$ cat src/rtl/push_pkg.sv
package push_pkg;
  localparam int XLEN   = 64;
  localparam int XBYTES = XLEN / 8;

  typedef enum logic [1:0] {
    MODE16 = 2'd0,
    MODE32 = 2'd1,
    MODE64 = 2'd2,
    MODERS = 2'd3
  } cpu_mode_e;

  typedef enum logic [2:0] {
    K_NONE = 3'd0,
    K_IMM8 = 3'd1,
    K_IMMF = 3'd2,
    K_REG  = 3'd3,
    K_SEG  = 3'd4
  } push_kind_e;

  function automatic logic [7:0] be_for_width(input logic [3:0] w);
    logic [7:0] r;
    case (w)
      4'd2:    r = 8'h03;
      4'd4:    r = 8'h0F;
      default: r = 8'hFF;
    endcase
    return r;
  endfunction
endpackage

$ cat src/rtl/push_prefix_scan.sv
module push_prefix_scan #(
  parameter int BUF_BYTES = 6,
  parameter int CNT_W     = 3,
  parameter int LW        = CNT_W + 2
) (
  input  logic [1:0]             mode,
  input  logic [8*BUF_BYTES-1:0] in_bytes,
  input  logic [CNT_W-1:0]       in_cnt,
  output logic                   osz_pfx,
  output logic                   rex_b,
  output logic [LW-1:0]          op_pos,
  output logic                   op_present
);
  import push_pkg::*;

  function automatic logic [7:0] pick(input logic [8*BUF_BYTES-1:0] v, input logic [LW-1:0] idx);
    logic [7:0] r;
    r = 8'h00;
    for (int i = 0; i < BUF_BYTES; i++)
      if (idx == LW'(i)) r = v[8*i +: 8];
    return r;
  endfunction

  logic [LW-1:0] cnt_x;
  logic [LW-1:0] p1;
  logic [7:0]    rex_byte;
  logic          rex_hit;

  always_comb begin
    cnt_x    = LW'(in_cnt);
    osz_pfx  = (cnt_x >= LW'(1)) && (in_bytes[7:0] == 8'h66);
    p1       = LW'(osz_pfx);
    rex_byte = pick(in_bytes, p1);
    rex_hit  = (cpu_mode_e'(mode) == MODE64) && (cnt_x > p1) &&
               ((rex_byte & 8'hF0) == 8'h40);
    rex_b    = rex_hit && ((rex_byte & 8'h01) != 8'h00);
    op_pos   = p1 + LW'(rex_hit);
    op_present = cnt_x > op_pos;
  end
endmodule

$ cat src/rtl/push_op_decode.sv
module push_op_decode #(
  parameter int BUF_BYTES = 6,
  parameter int CNT_W     = 3,
  parameter int LW        = CNT_W + 2
) (
  input  logic [1:0]             mode,
  input  logic [8*BUF_BYTES-1:0] in_bytes,
  input  logic [CNT_W-1:0]       in_cnt,
  input  logic                   osz_pfx,
  input  logic                   rex_b,
  input  logic [LW-1:0]          op_pos,
  input  logic                   op_present,
  output push_pkg::push_kind_e   kind,
  output logic [3:0]             width,
  output logic [63:0]            imm,
  output logic [3:0]             src_idx,
  output logic                   src_seg,
  output logic [CNT_W-1:0]       ilen,
  output logic                   ill,
  output logic                   need
);
  import push_pkg::*;

  function automatic logic [7:0] pick(input logic [8*BUF_BYTES-1:0] v, input logic [LW-1:0] idx);
    logic [7:0] r;
    r = 8'h00;
    for (int i = 0; i < BUF_BYTES; i++)
      if (idx == LW'(i)) r = v[8*i +: 8];
    return r;
  endfunction

  logic [7:0]    op, b1, b2, b3, b4;
  logic [LW-1:0] need_len;
  logic [LW-1:0] cnt_x;
  logic          bad_op;
  logic          bad_mode;

  always_comb begin
    bad_mode = 1'b0;
    case (cpu_mode_e'(mode))
      MODE16:  width = osz_pfx ? 4'd4 : 4'd2;
      MODE32:  width = osz_pfx ? 4'd2 : 4'd4;
      MODE64:  width = osz_pfx ? 4'd2 : 4'd8;
      default: begin width = 4'd8; bad_mode = 1'b1; end
    endcase
  end

  always_comb begin
    op = pick(in_bytes, op_pos);
    b1 = pick(in_bytes, op_pos + LW'(1));
    b2 = pick(in_bytes, op_pos + LW'(2));
    b3 = pick(in_bytes, op_pos + LW'(3));
    b4 = pick(in_bytes, op_pos + LW'(4));
    cnt_x    = LW'(in_cnt);
    kind     = K_NONE;
    need_len = op_pos + LW'(1);
    imm      = 64'd0;
    src_idx  = 4'd0;
    src_seg  = 1'b0;
    bad_op   = 1'b0;
    case (op)
      8'h6A: begin
        kind     = K_IMM8;
        need_len = op_pos + LW'(2);
        imm      = {{56{b1[7]}}, b1};
      end
      8'h68: begin
        kind = K_IMMF;
        if (width == 4'd2) begin
          need_len = op_pos + LW'(3);
          imm      = {{48{b2[7]}}, b2, b1};
        end else begin
          need_len = op_pos + LW'(5);
          imm      = {{32{b4[7]}}, b4, b3, b2, b1};
        end
      end
      8'h50, 8'h51, 8'h52, 8'h53, 8'h54, 8'h55, 8'h56, 8'h57: begin
        kind    = K_REG;
        src_idx = {rex_b, op[2:0]};
      end
      8'h06, 8'h0E, 8'h16, 8'h1E: begin
        kind    = K_SEG;
        src_seg = 1'b1;
        src_idx = {2'b00, op[4:3]};
        bad_op  = (cpu_mode_e'(mode) == MODE64);
      end
      8'h0F: begin
        need_len = op_pos + LW'(2);
        kind     = K_SEG;
        src_seg  = 1'b1;
        if (b1 == 8'hA0)      src_idx = 4'd4;
        else if (b1 == 8'hA8) src_idx = 4'd5;
        else                  bad_op  = 1'b1;
      end
      default: bad_op = 1'b1;
    endcase
    need = !op_present || (cnt_x < need_len);
    ill  = !need && (bad_op || bad_mode);
    ilen = (need || ill) ? '0 : need_len[CNT_W-1:0];
  end
endmodule

$ cat src/rtl/push_exec.sv
module push_exec (
  input  logic [1:0]           mode,
  input  push_pkg::push_kind_e kind,
  input  logic [3:0]           width,
  input  logic                 ok,
  input  logic [63:0]          imm,
  input  logic [63:0]          rd_data,
  input  logic [63:0]          sp_in,
  output logic [63:0]          sp_next,
  output logic [63:0]          data,
  output logic [7:0]           be
);
  import push_pkg::*;

  logic [63:0] sp_mask, sp_dec, value, dmask;
  logic [7:0]  be_w;

  always_comb begin
    case (cpu_mode_e'(mode))
      MODE16:  sp_mask = 64'h0000_0000_0000_FFFF;
      MODE32:  sp_mask = 64'h0000_0000_FFFF_FFFF;
      default: sp_mask = 64'hFFFF_FFFF_FFFF_FFFF;
    endcase
    sp_dec  = sp_in - {60'd0, width};
    sp_next = ok ? ((sp_in & ~sp_mask) | (sp_dec & sp_mask)) : sp_in;
    be_w    = be_for_width(width);
  end

  for (genvar g = 0; g < XBYTES; g++) begin : g_dmask
    assign dmask[8*g +: 8] = {8{be_w[g]}};
  end

  always_comb begin
    case (kind)
      K_REG:   value = rd_data;
      K_SEG:   value = {48'd0, rd_data[15:0]};
      default: value = imm;
    endcase
    data = ok ? (value & dmask) : 64'd0;
    be   = !ok ? 8'h00 : ((kind == K_SEG) ? 8'h03 : be_w);
  end
endmodule

$ cat src/rtl/push_unit.sv
module push_unit #(
  parameter int BUF_BYTES = 6,
  parameter int CNT_W     = $clog2(BUF_BYTES + 1)
) (
  input  logic                   clk,
  input  logic                   rst,
  input  logic                   in_valid,
  output logic                   in_ready,
  input  logic [1:0]             mode,
  input  logic [8*BUF_BYTES-1:0] in_bytes,
  input  logic [CNT_W-1:0]       in_cnt,
  input  logic [63:0]            sp_in,
  output logic [3:0]             rd_idx,
  output logic                   rd_seg,
  input  logic [63:0]            rd_data,
  output logic                   out_valid,
  input  logic                   out_ready,
  output logic [63:0]            sp_new,
  output logic [63:0]            st_addr,
  output logic [63:0]            st_data,
  output logic [7:0]             st_be,
  output logic [CNT_W-1:0]       ilen,
  output logic                   ill,
  output logic                   need_more
);
  import push_pkg::*;
  localparam int LW = CNT_W + 2;

  logic             osz_pfx, rex_b, op_present;
  logic [LW-1:0]    op_pos;
  push_kind_e       kind;
  logic [3:0]       dec_width;
  logic [63:0]      imm, sp_next, data_c;
  logic [7:0]       be_c;
  logic [CNT_W-1:0] ilen_c;
  logic             ill_c, need_c, accept;

  push_prefix_scan #(.BUF_BYTES(BUF_BYTES), .CNT_W(CNT_W), .LW(LW)) u_scan (
    .mode(mode), .in_bytes(in_bytes), .in_cnt(in_cnt),
    .osz_pfx(osz_pfx), .rex_b(rex_b), .op_pos(op_pos), .op_present(op_present)
  );

  push_op_decode #(.BUF_BYTES(BUF_BYTES), .CNT_W(CNT_W), .LW(LW)) u_dec (
    .mode(mode), .in_bytes(in_bytes), .in_cnt(in_cnt), .osz_pfx(osz_pfx),
    .rex_b(rex_b), .op_pos(op_pos), .op_present(op_present),
    .kind(kind), .width(dec_width), .imm(imm), .src_idx(rd_idx),
    .src_seg(rd_seg), .ilen(ilen_c), .ill(ill_c), .need(need_c)
  );

  push_exec u_exec (
    .mode(mode), .kind(kind), .width(dec_width), .ok(!ill_c && !need_c),
    .imm(imm), .rd_data(rd_data), .sp_in(sp_in),
    .sp_next(sp_next), .data(data_c), .be(be_c)
  );

  assign in_ready = !out_valid || out_ready;
  assign accept   = in_valid && in_ready;

  always_ff @(posedge clk) begin
    if (rst) begin
      out_valid <= 1'b0;
      sp_new    <= '0;
      st_addr   <= '0;
      st_data   <= '0;
      st_be     <= '0;
      ilen      <= '0;
      ill       <= 1'b0;
      need_more <= 1'b0;
    end else if (accept) begin
      out_valid <= 1'b1;
      sp_new    <= sp_next;
      st_addr   <= sp_next;
      st_data   <= data_c;
      st_be     <= be_c;
      ilen      <= ilen_c;
      ill       <= ill_c;
      need_more <= need_c;
    end else if (out_ready) begin
      out_valid <= 1'b0;
    end
  end

  assert_hold_R12: assert property (@(posedge clk) disable iff (rst)
    out_valid && !out_ready |=> out_valid && $stable(sp_new) && $stable(st_data) && $stable(st_be));

  assert_fault_quiet_R9: assert property (@(posedge clk) disable iff (rst)
    out_valid && (ill || need_more) |-> st_be == 8'h00 && ilen == '0 && st_data == 64'd0);

  assert_be_shape_R7: assert property (@(posedge clk) disable iff (rst)
    out_valid && !ill && !need_more |-> st_be[1:0] == 2'b11 &&
      ($countones(st_be) == 2 || $countones(st_be) == 4 || $countones(st_be) == 8));

  assert_one_fault_R11: assert property (@(posedge clk) disable iff (rst)
    out_valid |-> !(ill && need_more));

  assert_cnt_range_R11: assert property (@(posedge clk) disable iff (rst)
    in_valid |-> int'(in_cnt) <= BUF_BYTES);

  assert_no_dword64_R2: assert property (@(posedge clk) disable iff (rst)
    in_valid && mode == 2'd2 |-> dec_width != 4'd4);
endmodule

$ cat config.mk
export PLATFORM = sky130hd
export DESIGN_NAME = push_unit
export DESIGN_NICKNAME = d
export VERILOG_FILES = /design/src/rtl/push_pkg.sv /design/src/rtl/push_prefix_scan.sv /design/src/rtl/push_op_decode.sv /design/src/rtl/push_exec.sv /design/src/rtl/push_unit.sv
export SDC_FILE = /design/constraint.sdc
export NUM_CORES = 1
export LEC_CHECK = 0
export ABC_AREA = 0
export CAP_MARGIN = 20
export CORE_MARGIN = 2
export CORE_UTILIZATION = 35
export CTS_CLUSTER_DIAMETER = 30
export DETAILED_ROUTE_END_ITERATION = 12
export PLACE_DENSITY_LB_ADDON = 0.3
export REMOVE_ABC_BUFFERS = 1
export SLEW_MARGIN = 20
export SYNTH_ARGS = -nofsm -noshare
export SYNTH_HDL_FRONTEND = slang
export SYNTH_SLANG_ARGS = --single-unit
$ cat constraint.sdc
create_clock -name clk -period 6.91 [get_ports clk]
set_input_delay 0.691 -clock clk [delete_from_list [all_inputs] [get_ports clk]]
set_output_delay 0.691 -clock clk [all_outputs]
set_load 0.005 [all_outputs]
==> metrics.md <==
| Metric | Value |
|---|---|
| Netlist Area Pre-Place | `8922 um2` |
| CTS tree | `built` |
| Worst-skew pair later-pin latency | `420 ps` |
| CTS HTree Levels | `4` |
| Synth top area cells | `dfxtp_1 (31%), nand2_1 (9.0%), buf_4 (5.8%), o21ai_0 (4.7%), a21oi_1 (3.7%)` |
| Critical path type | `input port to flop` |
| Lkg Pwr | `5.040 nW` |
| Die area | `26790 um2` |
| Mapped Cells | `1203` |
| Avg Cell Area, Syn | `7.417 um2` |
| Met3 Usage GRT | `0.04241` |
| Post-DP HPWL | `28230 um` |
| Area grow syn2layout | `53.58%` |
| Pre-antenna DRT Iters | `5` |
| Initial antenna violation count | `6` |
| Initial core utilization | `0.3553` |
| Worst setup SP type | `input port` |
| Critical Path Sink Type | `flop` |
| Total GRT Usage | `0.2681` |
| Post-synth top area share | `0.3074` |
| Grt peak-use layer | `met2` |
| Register area share after synthesis | `0.3074` |
| First DRT Iteration DRCs | `765` |
| RSZ-0062 raised after global routing | `no` |
| Remaining DRCs | `0` |
| Worst Skew | `12.62 ps` |
| Status | `complete, no violations` |
| Total CTS buffers | `17` |
| # setup viols final | `0` |
| Global-route wire length before repair | `55370 um` |
| Max-slew violation count | `0` |
| M1 GR Usage | `0.3461` |
| Final non-filler cell total | `1879` |
| Vias/cell | `5.509` |
| Die Width | `163.7 um` |
| Number of global-route vias before repair | `9777` |
| Overall power | `2.254 mW` |
| Max Cap Viol | `0` |
| Area leader, netlist | `dfxtp_1` |
| Clock sinks | `137` |
| Placed cell count | `1840` |
| PwrDens | `164.5 nW/um2` |
| Final min period | `6550 ps` |
| Final Hold Fails | `0` |
| Worst Tran Pin Value | `968.0 ps` |
| Worst slew margin | `0.3547` |
| CP arrival | `6880 ps` |
| Dpl cell area | `13060 um2` |
| Synth Flop Type | `dfxtp_1` |
| Row Count | `58` |
| Layout cells sized above 1 | `0.09138` |
| Clk root buf | `clkbuf_16` |
| Total gr overflow | `0` |
| FF+latch count, synth | `137` |
| Final WL | `37200 um` |
| FMAX | `0.1527 GHz` |
| EDFF count, synth | `0` |
| Asr flop ratio synth | `0` |
| Layout fillers | `2439` |
| Max VDD drop | `140.6 uV` |
| Period utilization | `0.9480` |
| Number of I/O port buffers | `396` |
| Via count | `10.35k` |
| Number of nets with antenna violations after routing | `0` |
| I/O pin total | `397` |
| Core Box Area | `25110 um2` |
| Final Instance Area | `13700 um2` |
| Longest Clk Path Bufs | `2` |
| Cell variety after synth | `72` |
| CTS clk-pin slew, worst paths | `70 ps` |
| Wire per inst | `19.80 um` |
| Routability cong. | `0.9778` |
| Largest net degree at the start of global routing | `95` |
| Hold Crit Class | `flop to flop` |
| Final worst slack | `359.7 ps` |
| YS warnings | `0` |
| Max FO, Critical Path | `11` |
| Worst slack, placed | `-52.57 ps` |
| Nets | `1728` |
| Met2 GRT Util | `0.4433` |
| Chip height | `163.7 um` |
| Data required, critical path | `7230 ps` |
-- where the power goes --
group          total, mW  internal, mW  switching (mW)
combinational      0.461         0.259           0.202
sequential         0.845         0.818          0.0268
clock              0.949         0.518           0.431
-- kinds of logic (layout without fill, tap and decap cells) --
family / count (synthesis) / after routing / synth area share
XOR/XNOR: 39 / 39 / 0.03828
other: 0 / 6 / 0
AND/OR/NAND/NOR: 497 / 497 / 0.2722
buffers and inverters: 177 / 517 / 0.1053
flip-flops: 137 / 137 / 0.3074
adder cells (fa/ha/maj): 13 / 13 / 0.01907
multiplexers: 10 / 10 / 0.01122
AO/OA/AOI/OAI: 330 / 330 / 0.2465
-- Yosys cell counts (all sizes together) (4+ instances only) --
cell type	number
nand2	214
or2	10
inv	16
o21ai	97
and3	5
a221oi	14
o22a	5
a31oi	4
xor2	7
o31ai	14
nor2b	5
a21oi	66
a22o	33
o211ai	10
nand4	9
buf	92
clkbuf	69
nor4	28
or3	29
and2	6
ha	12
a311oi	22
a22oi	10
a211oi	17
nand2b	10
xnor2	32
o22ai	4
nor3	33
dfxtp	137
mux2i	10
nand3	31
or4	21
a21o	7
nor2	72
a221o	5
nand3b	8
-- layout by cell type (no fill, tap or decap), types with 6 or more instances in the layout --
| cell type | n |
|---|---|
| a211oi_1 | 16 |
| a21o_1 | 7 |
| a21oi_1 | 64 |
| a221oi_1 | 12 |
| a22o_1 | 33 |
| a22oi_1 | 10 |
| a311oi_1 | 22 |
| buf_4 | 69 |
| clkbuf_16 | 17 |
| clkdlybuf4s50_1 | 395 |
| dfxtp_1 | 137 |
| diode_2 | 6 |
| ha_1 | 11 |
| inv_1 | 16 |
| mux2i_1 | 10 |
| nand2_1 | 214 |
| nand2b_1 | 10 |
| nand3_1 | 31 |
| nand3b_1 | 8 |
| nand4_1 | 9 |
| nor2_1 | 69 |
| nor3_1 | 32 |
| nor4_1 | 24 |
| o211ai_1 | 10 |
| o21ai_0 | 84 |
| o21ai_1 | 12 |
| o31ai_1 | 14 |
| or2_2 | 9 |
| or3_1 | 27 |
| or4_1 | 21 |
| xnor2_1 | 32 |
| xor2_1 | 7 |
-- metrics by stage --
stage | hold slack [ps] | utilization | setup TNS [ps]
4_1_cts | 448.2 | 0.5439 | 0
5_1_grt | 473.4 | 0.5457 | 0
3_5_place_dp | 440.3 | 0.5202 | -170.9
3_3_place_gp | 433.6 | 0.5202 | 0
6_report | 446.2 | 0.5457 | 0
2_1_floorplan | 442.2 | - | -187640
-- sequential cells by signal (all words and copies together), names as in the netlist --
signal / count
st_data: 64
st_be: 3
st_addr: 64
out_valid: 1
ill: 1
ilen: 3
need_more: 1
-- path summary, 6_finish.rpt --
kind | depth (start not counted) | slack, ps | start | to
worst min register to register | 2 | 450 | st_data[30] | st_data[30]
worst max-delay path | 23 | 360 | in_bytes[6] | st_addr[56]
worst max register to register | 5 | 4760 | out_valid | st_data[37]
worst min-delay path | 2 | 450 | st_data[30] | st_data[30]
-- critical path: stages --
cell and delay, ps:
clkdlybuf4s50_1 480, or3b_2 490, nor4_2 270, ha_1 280
o21ai_0 160, nand4b_1 140, ha_2 450, buf_4 200
and3b_1 190, o221ai_1 260, and2_1 220, nand4_1 270
or3_1 400, a21oi_1 140, nor2_1 80, ha_1 280
o21a_1 120, o22ai_1 70, a31oi_1 210, o211ai_1 180
or4b_4 600, or4_1 410, a311oi_1 280
-- timing repair --
item | in CTS | in global routing
setup buffers | 0 | 1
endpoints found under the hold margin | 0 | 0
hold buffers | 0 | 0
setup endpoints to repair | 0 | 24
gates resized for setup | 0 | 6
-- layer usage --
metal | vias to the layer above | wire [um]
li1 | 4949 | -
met1 | 4901 | 15690
met2 | 431 | 17850
met3 | 70 | 2398
met4 | 0 | 1260
met5 | - | 0
-- layout make-up --
type / instances / area [um2] / share of cell area
flip-flops and latches: 137 / 2743 / 0.2001
multi-input cells: 889 / 5320 / 0.3882
well taps: 330 / 412.9 / 0.03013
clock buffers: 17 / 425.4 / 0.03104
clock inverters: 15 / 170.2 / 0.01242
diodes: 6 / 15.01 / 0.001096
inverters: 16 / 60.06 / 0.004383
repair buffers: 469 / 4557 / 0.3325
Power figures use the tool's default switching activity.
